## src/rtl/srx_pkg.sv

```systemverilog
package srx_pkg;
  typedef enum logic [1:0] {
    RX_IDLE  = 2'd0,
    RX_START = 2'd1,
    RX_DATA  = 2'd2,
    RX_STOP  = 2'd3
  } rx_state_e;
endpackage

```

## src/rtl/srx_reset_sync.sv

```systemverilog
module srx_reset_sync (
  input  logic clk,
  input  logic arst_n,
  output logic rst_n_o
);
  logic r1_q, r2_q;

  always_ff @(posedge clk or negedge arst_n) begin
    if (!arst_n) begin
      r1_q <= 1'b0;
      r2_q <= 1'b0;
    end else begin
      r1_q <= 1'b1;
      r2_q <= r1_q;
    end
  end

  assign rst_n_o = r2_q;
endmodule

```

## src/rtl/srx_line_sync.sv

```systemverilog
module srx_line_sync #(
  parameter int STAGES = 2
) (
  input  logic clk,
  input  logic rst_n,
  input  logic din,
  output logic dout,
  output logic fall
);
  logic [STAGES-1:0] chain_q, chain_n;
  logic              prev_q, prev_n;

  // next state: shift the raw line through the chain, remember the last output
  always_comb begin
    chain_n = {chain_q[STAGES-2:0], din};
    prev_n  = chain_q[STAGES-1];
  end

  always_ff @(posedge clk or negedge rst_n) begin
    if (!rst_n) begin
      chain_q <= '1;
      prev_q  <= 1'b1;
    end else begin
      chain_q <= chain_n;
      prev_q  <= prev_n;
    end
  end

  assign dout = chain_q[STAGES-1];
  assign fall = prev_q & ~chain_q[STAGES-1];
endmodule

```

## src/rtl/srx_tick_gen.sv

```systemverilog
module srx_tick_gen #(
  parameter int DIV_W = 16
) (
  input  logic             clk,
  input  logic             rst_n,
  input  logic [DIV_W-1:0] divisor,
  output logic             tick
);
  logic [DIV_W-1:0] cnt_q, cnt_n;

  always_comb begin
    tick  = (cnt_q >= divisor);
    cnt_n = tick ? '0 : cnt_q + 1'b1;
  end

  always_ff @(posedge clk or negedge rst_n) begin
    if (!rst_n) cnt_q <= '0;
    else        cnt_q <= cnt_n;
  end
endmodule

```

## src/rtl/srx_frame_fsm.sv

```systemverilog
module srx_frame_fsm
  import srx_pkg::*;
#(
  parameter int DATA_W = 8,
  parameter int OVS    = 16
) (
  input  logic              clk,
  input  logic              rst_n,
  input  logic              tick,
  input  logic              line,
  input  logic              fall,
  output logic [DATA_W-1:0] shreg,
  output logic              frame_ok,
  output logic              frame_err
);
  localparam int CNT_W = $clog2(OVS);
  localparam int IDX_W = (DATA_W > 1) ? $clog2(DATA_W) : 1;
  localparam logic [CNT_W-1:0] HALF_LAST = CNT_W'(OVS / 2 - 1);
  localparam logic [CNT_W-1:0] FULL_LAST = CNT_W'(OVS - 1);
  localparam logic [IDX_W-1:0] BIT_LAST  = IDX_W'(DATA_W - 1);

  rx_state_e         st_q, st_n;
  logic [CNT_W-1:0]  tc_q, tc_n;
  logic [IDX_W-1:0]  bi_q, bi_n;
  logic [DATA_W-1:0] sh_q, sh_n;
  logic              ok_q, ok_n, er_q, er_n;

  always_comb begin
    st_n = st_q;
    tc_n = tc_q;
    bi_n = bi_q;
    sh_n = sh_q;
    ok_n = 1'b0;
    er_n = 1'b0;
    case (st_q)
      RX_IDLE: begin
        if (fall) begin
          st_n = RX_START;
          tc_n = '0;
        end
      end
      RX_START: begin
        if (tick) begin
          if (tc_q == HALF_LAST) begin
            if (!line) begin
              st_n = RX_DATA;
              tc_n = '0;
              bi_n = '0;
            end else begin
              st_n = RX_IDLE;
            end
          end else begin
            tc_n = tc_q + 1'b1;
          end
        end
      end
      RX_DATA: begin
        if (tick) begin
          if (tc_q == FULL_LAST) begin
            sh_n = {line, sh_q[DATA_W-1:1]};
            tc_n = '0;
            if (bi_q == BIT_LAST) st_n = RX_STOP;
            else                  bi_n = bi_q + 1'b1;
          end else begin
            tc_n = tc_q + 1'b1;
          end
        end
      end
      RX_STOP: begin
        if (tick) begin
          if (tc_q == FULL_LAST) begin
            ok_n = line;
            er_n = ~line;
            st_n = RX_IDLE;
          end else begin
            tc_n = tc_q + 1'b1;
          end
        end
      end
      default: st_n = RX_IDLE;
    endcase
  end

  always_ff @(posedge clk or negedge rst_n) begin
    if (!rst_n) begin
      st_q <= RX_IDLE;
      tc_q <= '0;
      bi_q <= '0;
      sh_q <= '0;
      ok_q <= 1'b0;
      er_q <= 1'b0;
    end else begin
      st_q <= st_n;
      tc_q <= tc_n;
      bi_q <= bi_n;
      sh_q <= sh_n;
      ok_q <= ok_n;
      er_q <= er_n;
    end
  end

  assign shreg     = sh_q;
  assign frame_ok  = ok_q;
  assign frame_err = er_q;
endmodule

```

## src/rtl/serial_byte_receiver.sv

```systemverilog
module serial_byte_receiver #(
  parameter int DATA_W = 8,
  parameter int DIV_W  = 16,
  parameter int OVS    = 16
) (
  input  logic              clk,
  input  logic              rst_n,
  input  logic [DIV_W-1:0]  divisor,
  input  logic              rxd_in,
  input  logic              rd_ack,
  output logic [DATA_W-1:0] rx_data,
  output logic              rx_full,
  output logic              frame_err
);
  logic              rst_int_n;
  logic              line_s, line_fall, tick;
  logic [DATA_W-1:0] shreg;
  logic              frame_ok;
  logic [DATA_W-1:0] data_q, data_n;
  logic              full_q, full_n;

  srx_reset_sync u_rst (
    .clk     (clk),
    .arst_n  (rst_n),
    .rst_n_o (rst_int_n)
  );

  srx_line_sync #(.STAGES(2)) u_sync (
    .clk   (clk),
    .rst_n (rst_int_n),
    .din   (rxd_in),
    .dout  (line_s),
    .fall  (line_fall)
  );

  srx_tick_gen #(.DIV_W(DIV_W)) u_tick (
    .clk     (clk),
    .rst_n   (rst_int_n),
    .divisor (divisor),
    .tick    (tick)
  );

  srx_frame_fsm #(.DATA_W(DATA_W), .OVS(OVS)) u_fsm (
    .clk       (clk),
    .rst_n     (rst_int_n),
    .tick      (tick),
    .line      (line_s),
    .fall      (line_fall),
    .shreg     (shreg),
    .frame_ok  (frame_ok),
    .frame_err (frame_err)
  );

  // holding register and full flag: a new byte wins over a read acknowledge
  always_comb begin
    data_n = data_q;
    full_n = full_q;
    if (frame_ok) begin
      data_n = shreg;
      full_n = 1'b1;
    end else if (rd_ack) begin
      full_n = 1'b0;
    end
  end

  always_ff @(posedge clk or negedge rst_int_n) begin
    if (!rst_int_n) begin
      data_q <= '0;
      full_q <= 1'b0;
    end else begin
      data_q <= data_n;
      full_q <= full_n;
    end
  end

  assign rx_data = data_q;
  assign rx_full = full_q;
endmodule

```

## config.mk

```make
export PLATFORM = sky130hd
export DESIGN_NAME = serial_byte_receiver
export DESIGN_NICKNAME = d
export VERILOG_FILES = /design/src/rtl/srx_pkg.sv /design/src/rtl/srx_reset_sync.sv /design/src/rtl/srx_line_sync.sv /design/src/rtl/srx_tick_gen.sv /design/src/rtl/srx_frame_fsm.sv /design/src/rtl/serial_byte_receiver.sv
export SDC_FILE = /design/constraint.sdc
export NUM_CORES = 1
export LEC_CHECK = 0
export BUFFER_PORTS_ARGS = -buffer_cell sky130_fd_sc_hd__buf_2
export CORE_ASPECT_RATIO = 0.5
export CORE_MARGIN = 2
export CORE_UTILIZATION = 58
export DETAILED_ROUTE_END_ITERATION = 8
export HOLD_SLACK_MARGIN = 0.06
export PLACE_DENSITY_LB_ADDON = 0.15
export SLEW_MARGIN = 0
export SYNTH_ARGS = -nofsm -noshare
export SYNTH_HDL_FRONTEND = slang
export SYNTH_HIERARCHICAL = 1
export SYNTH_SLANG_ARGS = --single-unit
```

## constraint.sdc

```tcl
create_clock -name clk -period 2 [get_ports clk]
set_input_delay 0.2 -clock clk [delete_from_list [all_inputs] [get_ports clk]]
set_output_delay 0.2 -clock clk [all_outputs]
set_load 0.01 [all_outputs]
```

# After elaboration in Yosys (flattened, before gate mapping)
# Index checks and enable logic that the tools add are counted.
# totals
ff_bits,49
output_inout_bits,10
elab_cells,79
# op_classes
add_sub_neg,3
order_cmp,1
n_eq_ne,18
mux,35
n_bitwise,2
reduce_logical,7
# ops
op,count
4-bit two-way mux,8
2-bit two-way mux,9
3-bit two-way mux,6
16-bit by 1-bit adder with 16-bit output (second input constant),1
16-bit greater-or-equal comparator,1
16-bit two-way mux,1
4-bit one-hot mux with 4 select lines,1
2-bit != test (second input constant),7
1-bit two-way mux,8
2-bit by 1-bit != test with 1-bit output (second input constant),4
2-bit one-hot mux with 4 select lines,1
8-bit AND reduction,1
7-bit AND reduction,1
3-bit one-hot mux with 2 select lines,1
6-bit AND reduction,1
4-bit by 1-bit adder with 4-bit output (second input constant),1
2-bit equality test (second input constant),2
4-bit by 3-bit equality test with 1-bit output (second input constant),1
4-bit equality test (second input constant),1
2-bit nonzero test,2
3-bit by 1-bit adder with 3-bit output (second input constant),1
3-bit equality test (second input constant),1
3-bit != test (second input constant),1
3-bit AND reduction,1
other kinds (4),4

# Longest topological paths before layout
# Gate-level depths: netlist of the first run.
# logic_depth
depth_word,5
ltp_mapped,9
depth_no_buf,9

# Cells and area by module
# The synthesis of the first run kept the hierarchy.
# modules_own_cells
mod,instances,cells_per_inst,area_each_um2
srx_tick_gen,1,130,1260.0
srx_frame_fsm,1,89,978.4
serial_byte_receiver,1,20,369.1
srx_line_sync,1,4,92.6
srx_reset_sync,1,3,53.8

# Worst setup path before layout of the first run
# No wires, ideal clock.
# synth_path
path_type,register -> register
startpoint,register u_tick.cnt_q[11]
endpoint,"register u_fsm.sh_q[0], in the netlist u_fsm/shreg[0]"
setup_time_ps,125
arrival_time_ps,2530
setup_slack_ps,-655
stages_incl_launch_ff,9
n_path_buf,0
synth_period_minus_slack_ps,2655
path_cell_list,dfrtp_1 ha_1 nand4_1 or3_4 o31ai_4 or3_1 nand2_2 nor3_4 mux2_2
# synth_between
elab_chain_cells,2
# synth_rtl
item,line_no,source
from (decl),srx_tick_gen.sv:9,"logic [DIV_W-1:0] cnt_q, cnt_n;"
from (signal assigned),srx_tick_gen.sv:18,else cnt_q <= cnt_n;
16-bit greater-or-equal comparator,srx_tick_gen.sv:12,tick = (cnt_q >= divisor);
via tick,serial_byte_receiver.sv:16,"logic line_s, line_fall, tick;"
3-bit AND reduction (no source line),n/a,
to (signal assigned),srx_frame_fsm.sv:96,sh_q <= sh_n;
to (decl),srx_frame_fsm.sv:25,"logic [DATA_W-1:0] sh_q, sh_n;"
# The timed path passes the listed nets, and every way through them passes these cells.
# A chain may end at the register's enable or synchronous reset.

# Worst setup path in the final report of the first run
# layout_path
startpoint,register u_tick.cnt_q[13]
endpoint,"register u_fsm.sh_q[1], in the netlist u_fsm/shreg[1]"
# Same word-level chain as after synthesis.

==> results.yml, run 1 <==
die:
  dieHeight_um: 52.7
  pin_count: 30
  row_count: 17
  initial_core_util_pct: 61.4
  die_area_mm2: 0.00535
  core-area_mm2: 0.00449
  fp.dieW_um: 101
timing:
  rsz0062_at_grt: "yes"
  fmax_mhz: 396
  finalSetupTns_ns: -8.27
  setup_viol: 22
  fin_crit_sh_pct: 126
  tightest_slew_ns: 0.536
  slew_viol_final: 0
  hold_viol_final: 0
  final.setup_skew_ns: 0.0152
  holdWs_ns: 0.156
  finalCriticalPeriod_ns: 2.53
  relSlewSlack_pct: 64.3
  worst_slack_ns: -0.526
clocking:
  cts_tree: "done"
  clock_latency_ns: 0.31
  numCtsBuffers: 5
  cts_root_buffer: "clkbuf_8"
  cts_buffer_depth: 2
  cts.clk_slew.worst_paths_ns: 0.09
  clock-sinks: 49
  cts_htree_levels: 2
critical_path:
  cp_max_fo: 8
  cp_num_buf_inv: 1
  critical_path_depth: 9
  worst_setup_path_start_kind: "flop"
  cp.required_ns: 2.20
  reg2reg_depth: 9
  path_cells: "ha_1 -> nand4_1 -> or3_4 -> o31ai_4 -> or3_4 -> nand2_4 -> nor3_4 -> buf_12 -> mux2_4"
  crit_slowest_cell: "or3_4"
  endpoint_kind: "flop"
  cpLargestDelayFamily: "simple AND/OR/NAND/NOR gates"
  cp_slowest_stage_delay_ns: 0.41
  arrival_ns: 2.73
  critPathKind: "reg -> reg"
  cpMostUsedCell: "or3_4"
logic_synthesis:
  yosys-top-cells-area: "dfrtp_1 42%, ha_1 9.1%, mux2_2 4.5%, mux2_4 4.4%, xnor2_1 4.1%"
  yosysTopAreaCell: "dfrtp_1"
  synth_edf_count: 0
  avgSynthCellArea_um2: 11.2
  synth_top_area_share_pct: 41.8
  netlist_instances: 246
  synth.distinct_cells: 48
  synth_area_mm2: 0.00275
  yosys.cell_count.top_type: "dfrtp_1"
  ys_seq_area_share_pct: 44.7
  ys_top_cells_by_count: "46 x dfrtp_1, 24 x inv_1, 20 x ha_1, 13 x a21oi_1, 13 x xnor2_1"
  synthFlopType: "dfrtp_1"
  ys_async_sr_fraction_pct: 100
  yosysWarnings: 6
  synth_nets: 286
  ys_ff_latch: 49
power:
  power_density_mw_per_mm2: 958
  power.total_mw: 3.42
  combPwrFrac_pct: 39.9
  swShare_pct: 36.2
  power.switching_mw: 1.24
  leakagePower_nw: 1.72
  pwr-share-seq_pct: 38.6
  clockPowerShare_pct: 21.5
  ir_drop_uv: 571
  p_int_mw: 2.19
grt:
  grt_pass1_wl_mm: 10.1
  overflow: 0
  grt_max_degree: 24
  first_global_vias: 2181
  antenna_found_initial: 0
  grt_usage_pct: 25.4
placed_design:
  routabilityCongestion: 0.791
  hpwl_mm: 4.01
  numPortBuffers: 29
  placement.cell_area_mm2: 0.00322
outcome:
  status: "finished with violations"
  violations: "setup timing"
finish:
  antenna_cells: 0
  fillers: 263
  syn_to_final_growth_pct: 29.8
  drive_above_1_share_pct: 41.9
  final_nets: 354
  fin_area_mm2: 0.00357
detailed_routing:
  drt_iter0_drc: 87
  vias_per_cell: 5.88
  vias: 2239
  routedWlPerCell_um: 17.1
  drc: 0
  antenna_left: 0
  totalWireLength_mm: 6.51
  firstDrtPassIters: 5
worst_hold_path:
  whs_path_depth: 3
  hold_class: "in -> reg"
run:
  cap_violations: 0
==> cells by family (layout without fill, tap and decap cells) <==
group	after synthesis	in the layout	share of synthesized area, %
multiplexers	20	20	9.22
AND/OR/NAND/NOR	73	73	17.3
adder cells (fa/ha/maj)	20	20	9.09
XOR/XNOR	15	15	4.77
flip-flops	49	49	44.7
other	1	1	0.136
AO/OA/AOI/OAI	35	35	9.59
buffers and inverters	33	102	5.27
==> layout by cell type, fill, tap and decap left out, types with 2 or more instances in the layout <==
cell type / count
nor2_1: 10
o21a_1: 3
ha_4: 3
xor2_1: 2
dlygate4sd3_1: 2
nor3b_1: 2
nand4_1: 7
ha_1: 17
or3_4: 2
buf_4: 33
nor4_1: 10
inv_1: 24
a22o_1: 2
dfrtp_1: 44
xnor2_1: 13
buf_6: 4
nand2_1: 8
dfstp_2: 3
clkbuf_8: 5
dfrtp_2: 2
a21oi_1: 12
nor3_4: 2
mux2_4: 18
buf_12: 2
a21o_1: 3
a2bb2oi_2: 2
nor4_2: 9
buf_2: 29
nor3_1: 4
nand3_1: 9
==> final cells by class <==
class / count / area [µm²] / area share [%]
clock inverter: 3 / 46.3 / 1.30
multi-input combinational: 164 / 1560 / 43.5
clock buffer: 5 / 68.8 / 1.93
inverter: 24 / 90.1 / 2.52
tap: 66 / 82.6 / 2.31
timing repair buffer: 70 / 498 / 13.9
sequential: 49 / 1230 / 34.5
==> metal layers <==
layer  up-vias  global-route usage, %  wire length, µm
met5         -                      0                0
met1      1091                   31.7             2820
met4         0                   10.4              117
met3        18                   5.47              374
met2       107                   43.8             3200
li1       1023                      -                -
==> sequential cells by signal, indices dropped and copies added (netlist names), named ones only <==
name             flops
rx_full              1
u_tick/cnt_q        16
u_rst/r1_q           1
u_fsm/shreg          8
u_sync/prev_q        1
u_fsm/st_q           1
u_fsm/frame_ok       1
u_fsm/frame_err      1
u_sync/chain_q       2
u_fsm/tc_q           4
rx_data              8
u_rst/rst_n_o        1
u_fsm/bi_q           3
==> power groups by stage <==
stage	Combinational, mW	Sequential [mW]	Clock, mW
finish	1.37	1.32	0.735
global route	1.47	1.34	0.787
global placement	1.11	1.31	0
CTS	1.25	1.31	0.743
floorplan	0.786	1.30	0
detailed placement	1.15	1.32	0
==> repair_timing <==
action,4_1_cts,5_1_grt
pin swaps,10,6
hold buffers,2,0
gates resized for setup,16,17
endpoints found under the hold margin,3,0
endpoints found under the setup margin,19,35
setup buffers,7,1
==> through the flow <==
stage | cells | util, % | setup slack [ns]
2_1_floorplan | 246 | - | -0.575
3_3_place_gp | 363 | 71.6 | -0.457
3_5_place_dp | 363 | 71.6 | -0.511
4_1_cts | 380 | 77.6 | -0.464
5_1_grt | 381 | 79.6 | -0.580
6_report | 381 | 79.6 | -0.526
==> worst reg2reg max path, delay by kind of cell, from the launching register on <==
| family | cells | cell delay, ns |
|---|---|---|
| AOI/OAI and AO/OA | 1 | 0.23 |
| adders and majority gates | 1 | 0.31 |
| and+or+nand+nor | 5 | 1.00 |
| buffers and inverters | 1 | 0.17 |
| muxes | 1 | 0.30 |
| DFF | 1 | 0.40 |
==> path summary, 6_finish.rpt <==
| kind | start | endpoint | slack [ns] |
|---|---|---|---|
| max | u_tick/cnt_q[13] | u_fsm/shreg[1] | -0.53 |
| min in group asynchronous | rst_n | u_rst/r1_q | 0.18 |
| max reg2reg | u_tick/cnt_q[13] | u_fsm/shreg[1] | -0.53 |
| max in group asynchronous | u_rst/rst_n_o | u_sync/prev_q | 1.12 |
| min reg2reg | u_rst/rst_n_o | u_fsm/frame_ok | 0.23 |
| min | rd_ack | rx_full | 0.16 |
(Power assumes the default switching activity.)
==> run 2, diff against run 1 <==
- ABC_AREA: default -> 1
==> results.yml, run 2 <==
outcome:
  status: "finished with violations"
  violations: "setup timing"
die:
  row_count: 17
  fp.dieW_um: 101
  core-area_mm2: 0.00447
  initial_core_util_pct: 61.4
  dieHeight_um: 52.6
  pin_count: 30
  die_area_mm2: 0.00533
timing:
  finalCriticalPeriod_ns: 2.10
  worst_slack_ns: -0.103
  holdWs_ns: 0.117
  setup_viol: 14
  tightest_slew_ns: 0.581
  relSlewSlack_pct: 61.3
  fmax_mhz: 475
  hold_viol_final: 0
  rsz0062_at_grt: "yes"
  final.setup_skew_ns: 0.0115
  slew_viol_final: 0
  fin_crit_sh_pct: 105
grt:
  overflow: 0
  grt_pass1_wl_mm: 8.80
  grt_usage_pct: 21.2
  antenna_found_initial: 0
  grt_max_degree: 48
  first_global_vias: 2167
clocking:
  cts.clk_slew.worst_paths_ns: 0.09
  clock_latency_ns: 0.30
  cts_root_buffer: "clkbuf_8"
  cts_htree_levels: 2
  numCtsBuffers: 5
  cts_tree: "done"
  cts_buffer_depth: 2
  clock-sinks: 49
logic_synthesis:
  avgSynthCellArea_um2: 8.09
  ys_ff_latch: 49
  yosysWarnings: 6
  ys_async_sr_fraction_pct: 100
  yosys.cell_count.top_type: "nand2_1"
  yosys.area_share.xor_xnor_pct: 3.51
  yosysTopAreaCell: "dfrtp_1"
  synthFlopType: "dfrtp_1"
  synth_nets: 379
  yosys.area_share.adder_pct: 9.12
  synth_area_mm2: 0.00274
  ys_seq_area_share_pct: 44.8
  synthMuxAreaShare_pct: 0
  ys_top_cells_by_count: "100 x nand2_1, 46 x dfrtp_1, 43 x inv_1, 40 x nor2_1, 20 x ha_1"
  synth_compound_area_share_pct: 5.29
  yosys-top-cells-area: "dfrtp_1 42%, nand2_1 14%, ha_1 9.1%, inv_1 5.9%, nor2_1 5.5%"
  synthSimpleGateAreaFrac_pct: 29.3
  synth_top_family_by_area: "simple AND/OR/NAND/NOR gates"
  netlist_instances: 339
  synth_top_area_share_pct: 42.0
  synth.distinct_cells: 28
  synth_edf_count: 0
detailed_routing:
  routedWlPerCell_um: 11.6
  totalWireLength_mm: 5.29
  antenna_left: 0
  firstDrtPassIters: 5
  vias: 2294
  drt_iter0_drc: 116
  drc: 0
  vias_per_cell: 5.04
power:
  power.total_mw: 2.81
  p_int_mw: 1.82
  swShare_pct: 35.1
  power.switching_uw: 989
  clockPowerShare_pct: 22.1
  leakagePower_nw: 1.80
  combPwrFrac_pct: 33.5
  pwr-share-seq_pct: 44.4
  power_density_mw_per_mm2: 843
  ir_drop_uv: 502
critical_path:
  worst_setup_path_start_kind: "flop"
  cp.required_ns: 2.18
  cp_max_fo: 5
  critPathKind: "reg -> reg"
  arrival_ns: 2.28
  endpoint_kind: "flop"
placed_design:
  routabilityCongestion: 0.842
  hpwl_mm: 3.84
  placement.cell_area_mm2: 0.00308
  numPortBuffers: 29
  placedCellCount: 439
finish:
  largest_reg_flops: 16
  final_core_util_pct: 74.7
  regMostFlops: "u_tick/cnt_q"
  final_nets: 437
  final_cell_mix: "96 x nand2_1, 44 x dfrtp_1, 42 x inv_1"
  fin_cells: 455
  fin_area_mm2: 0.00334
  antenna_cells: 0
  drive_above_1_share_pct: 27.4
  layout_commonest_cell: "nand2_1"
  syn_to_final_growth_pct: 21.7
run:
  cap_violations: 0
worst_hold_path:
  hold_class: "in -> reg"
==> run 2: cell families after synthesis <==
group	count (synthesis)
buf+inv	51
compound gates	25
xor+xnor	11
simple gates	182
fa+ha+maj	20
other cells	1
flops	49
==> run 2: power by group through the flow <==
stage	Sequential (mW)	Combinational (mW)	Clock (mW)
after floorplan	1.27	0.555	0
after global placement	1.25	0.764	0
after detailed placement	1.26	0.807	0
after CTS	1.23	0.830	0.637
after global routing	1.27	1.08	0.683
final	1.25	0.942	0.621
==> run 2: final cells by class <==
class / instances / area [µm²]
clock buffer: 7 / 96.3
clock inverter: 1 / 5.00
fill: 324 / 1130
inverter: 48 / 185
multi-input combinational: 239 / 1380
sequential: 49 / 1230
tap: 57 / 71.3
timing repair buffer: 54 / 368
==> run 2: what timing repair did <==
| action | in CTS | in global routing |
|---|---|---|
| setup buffers | 1 | 4 |
| gates resized for setup | 3 | 16 |
| setup endpoints to repair | 4 | 15 |
| endpoints found under the hold margin | 3 | 0 |
| hold buffers | 2 | 0 |
| cloned | 0 | 1 |
| pin swaps | 2 | 11 |
==> run 2: worst max-delay path, cell delays in order, from the launching register on <==
cell	delay [ns]
dfrtp_1	0.40
ha_1	0.33
nand2_2	0.09
nor3_2	0.19
buf_4	0.13
nand2_1	0.05
nand2_2	0.13
inv_6	0.06
o21ai_4	0.17
nand2_2	0.08
nor2_4	0.16
inv_2	0.08
nand2_1	0.07
nand2_1	0.05
==> run 2: final timing paths <==
check	startpoint	to	slack [ns]	cells past startpoint
worst max-delay path	u_tick/cnt_q[15]	u_fsm/tc_q[3]	-0.10	13
min in group asynchronous	rst_n	u_rst/rst_n_o	0.22	2
worst min-delay path	rd_ack	rx_full	0.12	4
worst max register to register	u_tick/cnt_q[15]	u_fsm/tc_q[3]	-0.10	13
max in group asynchronous	u_rst/rst_n_o	u_tick/cnt_q[5]	1.25	1
worst min register to register	u_rst/rst_n_o	u_tick/cnt_q[4]	0.34	1
==> run 2: per-stage QoR <==
step | worst slack (ns) | TNS, ns
2_1_floorplan | -0.0202 | -0.0706
3_3_place_gp | 0.0453 | 0
3_5_place_dp | -0.00336 | -0.00336
4_1_cts | 0.00680 | 0
5_1_grt | -0.204 | -2.26
6_report | -0.103 | -0.763
==> run 2: layer usage <==
metal  wire length (µm)  track usage [%]
met1               2480             26.2
met2               2580             38.4
met3                197             4.93
met4                 42             4.73
met5                  0                0
